**src/rtl/maskmov_pkg.sv**
```systemverilog
package maskmov_pkg;

  typedef enum logic [2:0] {
    FORM_KLOAD  = 3'd0,
    FORM_KSTORE = 3'd1,
    FORM_GPR2K  = 3'd2,
    FORM_K2GPR  = 3'd3
  } mm_form_e;

  typedef enum logic [1:0] {
    SZ_B = 2'd0,
    SZ_W = 2'd1,
    SZ_D = 2'd2,
    SZ_Q = 2'd3
  } mm_size_e;

  localparam logic [1:0] MOD_REG = 2'b11;

  // Bit mask covering the low 8 << size bits of a 64-bit word.
  function automatic logic [63:0] size_bits(input logic [1:0] sz);
    logic [63:0] m;
    m = '0;
    for (int i = 0; i < 64; i++) begin
      if (i < (8 << sz)) m[i] = 1'b1;
    end
    return m;
  endfunction

  // Low-lane byte enables for a given size.
  function automatic logic [7:0] size_lanes(input logic [1:0] sz);
    logic [7:0] b;
    b = '0;
    for (int i = 0; i < 8; i++) begin
      if (i < (1 << sz)) b[i] = 1'b1;
    end
    return b;
  endfunction

endpackage

```
**src/rtl/maskmov_decode.sv**
```systemverilog
module maskmov_decode
  import maskmov_pkg::*;
(
  input  logic       valid,
  input  logic [2:0] form,
  input  logic [1:0] size,
  input  logic       mode64,
  input  logic [1:0] modf,
  output logic       k_we,
  output logic       gpr_we,
  output logic       st_we,
  output logic       bad,
  output logic       src_mem,
  output logic       src_gpr
);

  logic is_reg_mod;
  logic q_in_32;
  logic form_ok;

  always_comb begin
    is_reg_mod = (modf == MOD_REG);
    q_in_32    = (size == SZ_Q) && !mode64;
    form_ok    = 1'b0;
    k_we       = 1'b0;
    gpr_we     = 1'b0;
    st_we      = 1'b0;
    src_mem    = 1'b0;
    src_gpr    = 1'b0;
    unique case (form)
      FORM_KLOAD: begin
        form_ok = 1'b1;
        src_mem = !is_reg_mod;
      end
      FORM_KSTORE: form_ok = !is_reg_mod;
      FORM_GPR2K: begin
        form_ok = is_reg_mod && !q_in_32;
        src_gpr = 1'b1;
      end
      FORM_K2GPR: form_ok = is_reg_mod && !q_in_32;
      default:    form_ok = 1'b0;
    endcase
    if (valid && form_ok) begin
      k_we   = (form == FORM_KLOAD) || (form == FORM_GPR2K);
      st_we  = (form == FORM_KSTORE);
      gpr_we = (form == FORM_K2GPR);
    end
    bad = valid && !form_ok;
  end

endmodule

```
**src/rtl/maskmov_regfile.sv**
```systemverilog
module maskmov_regfile #(
  parameter int NUM_K = 8,
  parameter int KW    = 64,
  localparam int IW   = $clog2(NUM_K)
) (
  input  logic          clk,
  input  logic          rst,
  input  logic          we,
  input  logic [IW-1:0] waddr,
  input  logic [KW-1:0] wdata,
  input  logic [IW-1:0] raddr,
  output logic [KW-1:0] rdata
);

  logic [KW-1:0] kreg [NUM_K];

  always_ff @(posedge clk) begin
    if (rst) begin
      for (int i = 0; i < NUM_K; i++) kreg[i] <= '0;
    end else if (we) begin
      kreg[waddr] <= wdata;
    end
  end

  assign rdata = kreg[raddr];

  logic any_set;
  always_comb begin
    any_set = 1'b0;
    for (int i = 0; i < NUM_K; i++) any_set = any_set | (|kreg[i]);
  end

  AST_RESET_CLEARS: assert property (@(posedge clk) $past(rst) |-> !any_set);

endmodule

```
**src/rtl/maskmov_outreg.sv**
```systemverilog
module maskmov_outreg #(
  parameter int KW  = 64,
  parameter int GW  = 64,
  localparam int BW = KW / 8
) (
  input  logic          clk,
  input  logic          rst,
  input  logic          gpr_we_d,
  input  logic          st_we_d,
  input  logic          bad_d,
  input  logic          mode64_d,
  input  logic [1:0]    size_d,
  input  logic [KW-1:0] value_d,
  output logic          gpr_we,
  output logic [GW-1:0] gpr_wdata,
  output logic          st_valid,
  output logic [KW-1:0] st_data,
  output logic [BW-1:0] st_be,
  output logic          fault
);
  import maskmov_pkg::*;

  logic [GW-1:0] gpr_val;
  logic          m64_q;

  always_comb begin
    gpr_val = GW'(value_d);
    if (!mode64_d) gpr_val[GW-1:GW/2] = '0;
  end

  always_ff @(posedge clk) begin
    if (rst) begin
      gpr_we    <= 1'b0;
      gpr_wdata <= '0;
      st_valid  <= 1'b0;
      st_data   <= '0;
      st_be     <= '0;
      fault     <= 1'b0;
      m64_q     <= 1'b0;
    end else begin
      gpr_we    <= gpr_we_d;
      gpr_wdata <= gpr_we_d ? gpr_val : '0;
      st_valid  <= st_we_d;
      st_data   <= st_we_d ? value_d : '0;
      st_be     <= st_we_d ? BW'(size_lanes(size_d)) : '0;
      fault     <= bad_d;
      m64_q     <= mode64_d;
    end
  end

  logic [KW-1:0] lane_bits;
  always_comb begin
    for (int i = 0; i < KW; i++) lane_bits[i] = st_be[i/8];
  end

  AST_FAULT_NO_WRITE: assert property (@(posedge clk) disable iff (rst)
    fault |-> (!gpr_we && !st_valid));
  AST_STORE_LANES: assert property (@(posedge clk) disable iff (rst)
    st_valid |-> ((st_data & ~lane_bits) == '0));
  AST_STORE_BE_SHAPE: assert property (@(posedge clk) disable iff (rst)
    st_valid |-> (st_be == 8'h01 || st_be == 8'h03 || st_be == 8'h0F || st_be == 8'hFF));
  AST_GPR32_ZEXT: assert property (@(posedge clk) disable iff (rst)
    (gpr_we && !m64_q) |-> (gpr_wdata[GW-1:GW/2] == '0));
  AST_ONE_RESULT: assert property (@(posedge clk) disable iff (rst)
    $onehot0({gpr_we, st_valid, fault}));

endmodule

```
**src/rtl/maskmov_unit.sv**
```systemverilog
module maskmov_unit #(
  parameter int NUM_K = 8,
  parameter int KW    = 64,
  parameter int GW    = 64,
  localparam int IW   = $clog2(NUM_K),
  localparam int BW   = KW / 8
) (
  input  logic          clk,
  input  logic          rst,
  input  logic          req_valid,
  input  logic [2:0]    req_form,
  input  logic [1:0]    req_size,
  input  logic          req_mode64,
  input  logic [1:0]    req_mod,
  input  logic [IW-1:0] req_kdst,
  input  logic [IW-1:0] req_ksrc,
  input  logic [GW-1:0] gpr_src,
  input  logic [KW-1:0] mem_ld,
  output logic          gpr_we,
  output logic [GW-1:0] gpr_wdata,
  output logic          st_valid,
  output logic [KW-1:0] st_data,
  output logic [BW-1:0] st_be,
  output logic          fault
);
  import maskmov_pkg::*;

  logic          k_we, gwe_d, st_d, bad_d, src_mem, src_gpr;
  logic [KW-1:0] k_rd, raw, sized;

  maskmov_decode u_dec (
    .valid  (req_valid),
    .form   (req_form),
    .size   (req_size),
    .mode64 (req_mode64),
    .modf   (req_mod),
    .k_we   (k_we),
    .gpr_we (gwe_d),
    .st_we  (st_d),
    .bad    (bad_d),
    .src_mem(src_mem),
    .src_gpr(src_gpr)
  );

  always_comb begin
    if (src_gpr)      raw = KW'(gpr_src);
    else if (src_mem) raw = mem_ld;
    else              raw = k_rd;
    sized = raw & KW'(size_bits(req_size));
  end

  maskmov_regfile #(.NUM_K(NUM_K), .KW(KW)) u_kregs (
    .clk  (clk),
    .rst  (rst),
    .we   (k_we),
    .waddr(req_kdst),
    .wdata(sized),
    .raddr(req_ksrc),
    .rdata(k_rd)
  );

  maskmov_outreg #(.KW(KW), .GW(GW)) u_out (
    .clk      (clk),
    .rst      (rst),
    .gpr_we_d (gwe_d),
    .st_we_d  (st_d),
    .bad_d    (bad_d),
    .mode64_d (req_mode64),
    .size_d   (req_size),
    .value_d  (sized),
    .gpr_we   (gpr_we),
    .gpr_wdata(gpr_wdata),
    .st_valid (st_valid),
    .st_data  (st_data),
    .st_be    (st_be),
    .fault    (fault)
  );

  AST_RR_NEEDS_REG_MOD: assert property (@(posedge clk) disable iff (rst)
    ((k_we || gwe_d) && (req_form == FORM_GPR2K || req_form == FORM_K2GPR)) |-> (req_mod == MOD_REG));
  AST_STORE_NEEDS_MEM_MOD: assert property (@(posedge clk) disable iff (rst)
    st_d |-> (req_mod != MOD_REG));
  AST_Q32_FAULTS: assert property (@(posedge clk) disable iff (rst)
    (req_valid && !req_mode64 && req_size == SZ_Q &&
     (req_form == FORM_GPR2K || req_form == FORM_K2GPR)) |=> fault);
  AST_BAD_FORM_FAULTS: assert property (@(posedge clk) disable iff (rst)
    (req_valid && req_form[2]) |=> (fault && !gpr_we && !st_valid));
  AST_IDLE_QUIET: assert property (@(posedge clk) disable iff (rst)
    !req_valid |=> (!gpr_we && !st_valid && !fault));

endmodule

```
**config.mk**
```make
export PLATFORM = sky130hd
export DESIGN_NAME = maskmov_unit
export DESIGN_NICKNAME = d
export VERILOG_FILES = /design/src/rtl/maskmov_pkg.sv /design/src/rtl/maskmov_decode.sv /design/src/rtl/maskmov_regfile.sv /design/src/rtl/maskmov_outreg.sv /design/src/rtl/maskmov_unit.sv
export SDC_FILE = /design/constraint.sdc
export NUM_CORES = 1
export LEC_CHECK = 0
export BUFFER_PORTS_ARGS = -buffer_cell sky130_fd_sc_hd__buf_2
export CORE_MARGIN = 1
export CORE_UTILIZATION = 30
export CTS_CLUSTER_DIAMETER = 120
export DETAILED_ROUTE_END_ITERATION = 7
export PLACE_DENSITY = 0.47
export SYNTH_ARGS = -nofsm -noshare
export SYNTH_HDL_FRONTEND = slang
export SYNTH_SLANG_ARGS = --single-unit
```
**constraint.sdc**
```tcl
create_clock -name clk -period 4.2 [get_ports clk]
set_clock_uncertainty 0.15 [all_clocks]
set_input_delay 0.63 -clock clk [delete_from_list [all_inputs] [get_ports clk]]
set_output_delay 0.63 -clock clk [all_outputs]
set_load 0.02 [all_outputs]
```
==> impl_metrics.py, run 1 <==
metrics = {
    "outcome": {
        "outcome": "finished clean",
    },
    "floorplan": {
        "die_x_um": 310.4,
        "coreArea_mm2": 0.09375,
        "start_util": 0.3044,
        "fp.dieH_um": 310.4,
        "pin_count": 284,
        "dieArea_mm2": 0.09635,
        "row_count": 112,
    },
    "cts": {
        "cts_resized": 0,
        "clock_latency_ns": 0.63,
        "cts_buffers": 77,
        "cts.sinks": 649,
        "clk_pin_slew_worst_paths_ns": 0.06,
        "hold_buffers": 0,
        "cts_tree": "yes",
        "h-tree-depth": 3,
        "cts-root-buf": "clkbuf_16",
        "cts_setup_buffers": 0,
        "clock_path_buffers": 3,
    },
    "grt": {
        "use_met3": 0.03201,
        "grt_usage": 0.1988,
        "grt_pass1_wl_um": 138600,
        "met2_usage": 0.3123,
        "grt-ovfl-total": 0,
        "use_met1": 0.2808,
        "busiest_layer": "met2",
        "grt_start_max_net_pins": 70,
        "grt_pass1_vias": 20100,
        "antenna_found_initial": 4,
    },
    "placed_design": {
        "place_area_mm2": 0.03137,
        "gp_congestion": 0.7782,
        "portBuffers": 283,
        "hpwl_um": 57360,
    },
    "sta": {
        "final_max_slew_viol_count": 0,
        "fin_setup_tns_ns": 0,
        "fmax_ghz": 0.3846,
        "fin_crit_sh": 0.6191,
        "finalSetupViolCount": 0,
        "hold_viol_final": 0,
        "worst_pin_slew_ns": 1.373,
        "slew_headroom": 0.07871,
        "rsz0062_at_grt": "false",
        "period_needed_ns": 2.600,
    },
    "worst_setup_path": {
        "crit_fanout": 10,
        "crit_chain": "buf_2 > nand2_1 > a21oi_4 > buf_4 > nand4_4 > a21oi_1",
        "start_kind": "input port",
        "cp.arrival_ns": 2.97,
        "criticalPathCategory": "input port to flip-flop",
        "slowest_stage": "a21oi_4",
        "worst-path-buf-inv": 2,
        "endpoint_kind": "flip-flop",
        "max_stage_delay_ns": 0.70,
        "cpLargestDelayFamily": "compound AO/OA/AOI/OAI gates",
        "worstPathRequired_ns": 4.57,
    },
    "layout": {
        "layout_common_cells": "a21oi_1 (593), edfxtp_1 (512), buf_2 (281)",
        "area_growth_syn_to_layout_pct": 18.82,
        "regArea_mm2": 0.01812,
        "multiInputGateArea_mm2": 0.009510,
        "nNetsFinal": 2568,
        "drive_gt1_frac": 0.2280,
        "final_common_cell": "a21oi_1",
        "final_cell_area_mm2": 0.03391,
        "n_fill_cell": 9190,
    },
    "pwr": {
        "p_sw_frac": 0.2416,
        "netSwitchingPower_w": 0.003655,
        "internal_power_w": 0.01147,
        "ir_drop_mv": 0.2887,
        "p_per_area_mw_per_mm2": 446.2,
        "clockPowerShare": 0.447,
        "combPwrFrac": 0.081,
        "power.share.sequential": 0.472,
        "leakagePower_nw": 12.47,
    },
    "min_path": {
        "hold_path_class": "input port to flip-flop",
    },
    "synthesis": {
        "ys_types": 49,
        "async_flop_share": 0,
        "syn_area_mm2": 0.02853,
        "ys_ff_latch": 649,
        "ys_seq_area_frac": 0.6349,
        "yosysWarnings": 0,
        "syn_inst": 2193,
        "avgSynthCellArea_um2": 13.01,
        "synth.net_count": 2338,
        "synth_edf_count": 512,
        "synth_ff_type": "edfxtp_1",
    },
    "route": {
        "drtPass1Iterations": 6,
        "avgRoutedWirePerCell_um": 26.01,
        "via_per_inst": 5.369,
        "dr_total_vias": 20090,
        "detail-route-antenna-nets": 0,
        "remaining_drc_errors": 0,
        "routed_wl_um": 97330,
        "drt-initial-drc-count": 1704,
    },
    "run": {
        "maxCapViolCount": 0,
    },
}
## per-stage QoR
step	util	total power, W	hold WS (ns)	worst slack [ns]	instances
5_1_grt	0.3617	0.01559	0.1798	1.496	3742
3_5_place_dp	0.3346	0.008502	0.6714	1.004	3598
2_1_floorplan	-	0.008022	0.5974	0.7333	2193
4_1_cts	0.3616	0.01525	0.1419	1.679	3741
3_3_place_gp	0.3346	0.008485	0.6543	1.050	3598
6_report	0.3617	0.01513	0.1936	1.600	3742
## flip-flops by register name (all words and copies together) (netlist names)
signal,cells
u_kregs.kreg,512
u_out.st_data,64
u_out.fault,1
u_out.st_valid,1
u_out.gpr_wdata,64
u_out.st_be,6
u_out.gpr_we,1
## cells in the mapped netlist, types with 28 or more instances
cell type / n / area share
dfxtp_1: 137 / 0.096
buf_2: 50 / 0.0088
mux2i_1: 252 / 0.088
nor2_1: 42 / 0.0055
a2bb2oi_1: 30 / 0.0092
nand2_1: 37 / 0.0049
a21oi_1: 593 / 0.10
a22oi_1: 103 / 0.027
edfxtp_1: 512 / 0.54
clkbuf_1: 95 / 0.012
nor3_1: 48 / 0.0084
buf_4: 33 / 0.0087
nand4_4: 28 / 0.021
## metal layers
metal,up-vias,share of wire
met2,720,0.46
li1,8994,-
met3,114,0.065
met4,0,0.022
met1,10260,0.46
met5,-,0
## final timing paths
path / startpoint / endpoint / slack, ns / depth (start not counted)
hold / removal: req_form[2] / u_out.fault / 0.19 / 3
setup / recovery: req_size[1] / u_out.gpr_wdata[38] / 1.60 / 6
hold reg to reg: u_kregs.kreg[7][4] / u_out.gpr_wdata[4] / 0.68 / 3
setup reg to reg: u_kregs.kreg[5][4] / u_kregs.kreg[2][4] / 2.19 / 4
## layout make-up
cell class	instances	area share
Multi-Input combinational cell	1341	0.2805
Clock inverter	39	0.01185
Antenna cell	1	0.00007381
Clock buffer	104	0.06288
Tap cell	1254	0.04628
Sequential cell	649	0.5344
Inverter	4	0.0004428
Timing Repair Buffer	350	0.06362
## cell families (layout without fill, tap and decap cells)
| kind of cell | count (synthesis) | after routing | share of synthesized area |
|---|---|---|---|
| AND/OR/NAND/NOR | 287 | 287 | 0.07669 |
| AO/OA/AOI/OAI | 800 | 800 | 0.1621 |
| flip-flops | 649 | 649 | 0.6349 |
| buffers and inverters | 203 | 497 | 0.03626 |
| multiplexers | 254 | 254 | 0.08998 |
| other | 0 | 1 | 0 |
## worst min-delay path, delay by kind of cell
kind / cells / cell delay (ns)
and+or+nand+nor: 1 / 0.10
AOI/OAI and AO/OA: 1 / 0.06
buffers and inverters: 1 / 0.16
## power by group through the flow
| stage | Combinational [W] | Sequential (W) | Clock [W] |
|---|---|---|---|
| after floorplan | 0.000741 | 0.00728 | 0 |
| final | 0.00122 | 0.00714 | 0.00677 |
| after global placement | 0.00122 | 0.00726 | 0 |
| after CTS | 0.00123 | 0.00714 | 0.00688 |
| after global routing | 0.00131 | 0.00715 | 0.00713 |
| after detailed placement | 0.00123 | 0.00727 | 0 |
Power figures use the tool's default switching activity.
==> run 2, diff against run 1 <==
- PLACE_DENSITY: 0.47 -> 0.49
- clock period: 4.2 -> 2.1 ns (I/O delays scaled with it)
==> run 2 against run 1 <==
Against the previous run: sequential power is 100% higher; register-to-register slack worse by 2.0 ns; critical path type unchanged; largest cell class unchanged; utilization increased by 3.5 points.
==> impl_metrics.py, run 2 (synthesis results as in run 1) <==
metrics = {
    "outcome": {
        "outcome": "finished clean",
    },
    "sta": {
        "setup_ws_ns": 0.05772,
        "slew_headroom": 0.6112,
        "hold_viol_final": 0,
        "fin_crit_sh": 0.9725,
        "finalSetupViolCount": 0,
        "final_max_slew_viol_count": 0,
        "worst_pin_slew_ns": 0.5810,
        "period_needed_ns": 2.042,
        "fmax_ghz": 0.4897,
    },
    "worst_setup_path": {
        "max_stage_delay_ns": 0.54,
        "endpoint_kind": "flip-flop",
        "cp.arrival_ns": 2.36,
        "worstPathRequired_ns": 2.42,
        "worst-path-buf-inv": 5,
        "crit_chain": "dlygate4sd3_1 > buf_2 > nand2b_4 > nor2_1 > buf_4 > nand4_1 > buf_4 > buf_12 > a21oi_1",
        "crit_fanout": 23,
        "slowest_stage": "dlygate4sd3_1",
        "cpLargestDelayFamily": "buffers and inverters",
        "crit_top_cell": "buf_4",
        "criticalPathCategory": "input port to flip-flop",
        "start_kind": "input port",
    },
    "route": {
        "avgRoutedWirePerCell_um": 24.28,
        "wl_met3_um": 6302,
        "drt-initial-drc-count": 1643,
        "remaining_drc_errors": 0,
        "wl_met2_um": 46190,
        "detail-route-antenna-nets": 0,
        "via_per_inst": 5.223,
        "drtPass1Iterations": 5,
        "dr_total_vias": 20900,
        "highest_layer": "met5",
        "routed_wl_um": 97160,
        "met1_length_um": 42440,
    },
    "cts": {
        "cts_buffers": 76,
        "cts-root-buf": "clkbuf_16",
        "clock_path_buffers": 3,
        "clk_pin_slew_worst_paths_ns": 0.06,
        "clock_latency_ns": 0.64,
        "h-tree-depth": 3,
        "cts_tree": "yes",
        "cts.sinks": 649,
    },
    "floorplan": {
        "dieArea_mm2": 0.09635,
        "die_x_um": 310.4,
        "row_count": 112,
        "pin_count": 284,
        "fp.dieH_um": 310.4,
        "coreArea_mm2": 0.09375,
        "start_util": 0.3044,
    },
    "grt": {
        "grt_pass1_vias": 21410,
        "grt_usage": 0.1979,
        "grt_start_max_net_pins": 50,
        "grt-ovfl-total": 0,
        "grt_pass1_wl_um": 140100,
        "antenna_found_initial": 3,
    },
    "layout": {
        "area_growth_syn_to_layout_pct": 30.22,
        "nNetsFinal": 2831,
        "drive_gt1_frac": 0.2988,
        "layout_common_cells": "a21oi_1 (593), edfxtp_1 (512), buf_2 (281)",
        "final_common_cell": "a21oi_1",
        "layout.cells.non_filler": 4002,
        "final_util": 0.3963,
        "n_fill_cell": 8873,
        "multiInputGateArea_mm2": 0.009517,
        "regArea_mm2": 0.01812,
        "num_antenna_cells": 0,
        "reg.largest.list": "u_kregs.kreg x512, u_out.gpr_wdata x64, u_out.st_data x64",
        "top_register": "u_kregs.kreg",
        "largest_reg_flops": 512,
    },
    "pwr": {
        "ir_drop_mv": 0.5148,
        "p_per_area_mw_per_mm2": 825.7,
        "total_power_w": 0.03068,
        "leakagePower_nw": 14.20,
    },
    "placed_design": {
        "portBuffers": 283,
        "hpwl_um": 64970,
        "dp_cells": 3849,
        "dpl_worst_slack_ns": -0.3634,
        "gp_congestion": 0.8192,
    },
    "min_path": {
        "hold_path_class": "input port to flip-flop",
    },
    "run": {
        "maxCapViolCount": 0,
    },
}
==> run 2: cell count changes in the layout (fill, tap and decap cells not counted), sizes merged <==
| cell | delta |
|---|---|
| buf | +255 |
| bufinv | -1 |
| clkbuf | +8 |
| clkinv | -7 |
| diode | -1 |
| dlygate4sd3 | +5 |
| inv | +1 |
==> run 2: metrics by stage <==
step           instance area, um2  setup TNS, ns  hold slack [ns]
2_1_floorplan               28600              0           0.2824
3_3_place_gp                34430        -166.17           0.5143
3_5_place_dp                34430        -176.67           0.4992
4_1_cts                     36980              0          0.01958
5_1_grt                     37160        -0.1136          0.07201
6_report                    37160              0          0.05390
==> run 2: where the power goes <==
group          leakage (nW)  internal, W  total [W]  switching (W)
clock network          1.22      0.00794     0.0133        0.00540
registers              6.40       0.0142     0.0143      0.0000984
logic                  6.58      0.00126    0.00306        0.00180
total                  14.2       0.0234     0.0307        0.00731
==> run 2: path summary, 6_finish.rpt <==
kind	start	to	slack, ns	cells after the start
hold reg to reg	u_kregs.kreg[4][39]	u_out.gpr_wdata[39]	0.71	4
setup / recovery	rst	u_kregs.kreg[6][8]	0.06	9
hold / removal	req_mode64	u_out.gpr_we	0.05	4
setup reg to reg	u_kregs.kreg[1][4]	u_kregs.kreg[5][4]	0.16	4
==> run 2: cell type report <==
type                    count  share of cell area
flip-flops and latches    649              0.4876
multi-input cells        1341              0.2561
repair buffers            614              0.1462
clock buffers             108             0.05829
well taps                1254             0.04223
clock inverters            32            0.009126
inverters                   4           0.0004041
==> run 2: timing repair <==
action | in CTS | in global routing
resized for setup | 0 | 6
endpoints found under the hold margin | 4 | 0
buffers inserted | 0 | 4
endpoints found under the setup margin | 0 | 116
hold buffers | 5 | 0
==> run 2: worst min-delay path, delay by kind of cell <==
family	cells	cell delay, ns
AOI/OAI and AO/OA	1	0.16
buffers and inverters	3	0.30
==> run 2: layer usage <==
layer  vias up  global-route usage
li1       9525                   -
met1     10560              0.2668
met2       681              0.3216
met3       134             0.03603
met4         2             0.06106
met5         -                   0
==> run 3, diff against run 2 <==
- ABC_CLOCK_PERIOD_IN_PS: unset -> 2100
- CELL_PAD_IN_SITES_DETAIL_PLACEMENT: unset -> 1
- CELL_PAD_IN_SITES_GLOBAL_PLACEMENT: unset -> 2
- PLACE_DENSITY: 0.49 -> 0.65
==> run 3 against run 2 <==
Against the previous run: combinational power barely moved; maximum frequency increased by 6.3%; final cell count up 0.12%; clock-buffer cell count is 4 higher; global-route usage increased by 1.5 points; design area is 0.64% lower; worst hold slack worse by 0.0065 ns.
==> impl_metrics.py, run 3 (synthesis results as in run 1) <==
metrics = {
    "grt": {
        "grt_usage": 0.2133,
        "grt_start_max_net_pins": 38,
        "grt_pass1_vias": 22480,
        "antenna_found_initial": 7,
        "grt_pass1_wl_um": 150400,
        "grt-ovfl-total": 0,
    },
    "route": {
        "via_per_inst": 5.311,
        "drt-initial-drc-count": 1549,
        "drtPass1Iterations": 5,
        "routed_wl_um": 104100,
        "remaining_drc_errors": 0,
        "dr_total_vias": 21280,
        "avgRoutedWirePerCell_um": 25.98,
        "detail-route-antenna-nets": 0,
    },
    "sta": {
        "hold_viol_final": 0,
        "worst_pin_slew_ns": 0.7573,
        "fmax_ghz": 0.5206,
        "setup_ws_ns": 0.1791,
        "fin_crit_sh": 0.9147,
        "finalSetupViolCount": 0,
        "fin_setup_tns_ns": 0,
        "period_needed_ns": 1.921,
        "slew_headroom": 0.4932,
        "final_max_slew_viol_count": 0,
        "rsz0062_at_grt": "false",
    },
    "placed_design": {
        "hpwl_um": 69730,
        "gp_congestion": 0.8113,
        "dpl_worst_slack_ns": -0.3224,
        "portBuffers": 283,
    },
    "pwr": {
        "ir_drop_mv": 0.5499,
        "leakagePower_nw": 14.09,
        "p_per_area_mw_per_mm2": 836.7,
    },
    "floorplan": {
        "dieArea_mm2": 0.09635,
        "start_util": 0.3044,
        "fp.dieH_um": 310.4,
        "die_x_um": 310.4,
        "pin_count": 284,
        "row_count": 112,
        "coreArea_mm2": 0.09375,
    },
    "cts": {
        "hold_buffers": 0,
        "cts_buffers": 77,
        "cts-root-buf": "clkbuf_16",
        "clock_latency_ns": 0.63,
        "cts.sinks": 649,
        "cts_tree": "yes",
        "clk_pin_slew_worst_paths_ns": 0.05,
        "cts_resized": 0,
        "clock_path_buffers": 3,
        "cts_setup_buffers": 0,
        "h-tree-depth": 3,
    },
    "layout": {
        "regArea_mm2": 0.01812,
        "area_growth_syn_to_layout_pct": 29.38,
        "drive_gt1_frac": 0.3002,
        "reg.largest.list": "u_kregs.kreg x512, u_out.gpr_wdata x64, u_out.st_data x64",
        "nNetsFinal": 2828,
        "layout_common_cells": "a21oi_1 (593), edfxtp_1 (512), buf_2 (281)",
        "largest_reg_flops": 512,
        "top_register": "u_kregs.kreg",
        "multiInputGateArea_mm2": 0.009510,
        "final_common_cell": "a21oi_1",
        "n_fill_cell": 9860,
    },
    "worst_setup_path": {
        "crit_fanout": 9,
        "cp.arrival_ns": 2.12,
        "criticalPathCategory": "flip-flop to flip-flop",
        "endpoint_kind": "flip-flop",
        "start_kind": "flip-flop",
        "worstPathRequired_ns": 2.30,
    },
    "outcome": {
        "outcome": "finished clean",
    },
    "run": {
        "maxCapViolCount": 0,
    },
    "min_path": {
        "hold_path_class": "input port to flip-flop",
    },
}
run 3: changes by cell type in the layout (fill, tap and decap cells not counted), sizes merged:
cell / change
inv: -3
buf: +5
dlygate4sd3: -5
bufinv: -1
diode: +5
clkinvlp: +2
clkinv: +2
run 3: area by class of cell:
class	instances	area share
antenna	5	0.0003389
clock buffer	112	0.06094
clock inverter	32	0.008371
inverter	4	0.0004067
multi-input combinational	1341	0.2576
sequential	649	0.4907
tap	1254	0.04250
timing repair buffer	610	0.1391
run 3: report_power, final:
| part | leakage (nW) | switching [W] | internal (W) |
|---|---|---|---|
| sequential | 6.40 | 0.000106 | 0.0142 |
| clock | 1.24 | 0.00550 | 0.00807 |
| combinational | 6.44 | 0.00183 | 0.00120 |
run 3: worst paths after layout:
path                            slack (ns)           startpoint                  to  cells past startpoint
worst max-delay path                  0.18   u_kregs.kreg[4][4]  u_kregs.kreg[3][4]                      4
worst min-delay path                  0.05          gpr_src[10]      u_out.st_be[1]                      4
worst min register to register        0.71  u_kregs.kreg[7][40]   u_out.st_data[40]                      4
worst max register to register        0.18   u_kregs.kreg[4][4]  u_kregs.kreg[3][4]                      4
run 3: per-stage QoR:
step | util | instances | power (W) | cell area [um2] | hold slack [ns]
5_1_grt | 0.3937 | 4003 | 0.03181 | 36910 | 0.05240
3_5_place_dp | 0.3664 | 3858 | 0.01759 | 34350 | 0.5814
6_report | 0.3938 | 4007 | 0.03089 | 36920 | 0.04744
2_1_floorplan | - | 2193 | 0.01603 | 28600 | 0.2824
3_3_place_gp | 0.3664 | 3858 | 0.01753 | 34350 | 0.5826
4_1_cts | 0.3937 | 4002 | 0.03113 | 36910 | 0.01129
run 3: worst max-delay path, stage by stage, from the launching register on:
cell and delay, ns:
edfxtp_1 0.39, mux4_2 0.47, nor2b_1 0.16, a221oi_4 0.37, nor3_1 0.11
run 3: metal layers:
| metal | part of all wire | track usage | routed length (um) |
|---|---|---|---|
| met1 | 0.44 | 0.2867 | 45660 |
| met2 | 0.48 | 0.3550 | 50380 |
| met3 | 0.055 | 0.02942 | 5702 |
| met4 | 0.023 | 0.06564 | 2349 |
| met5 | 0 | 0 | 0 |
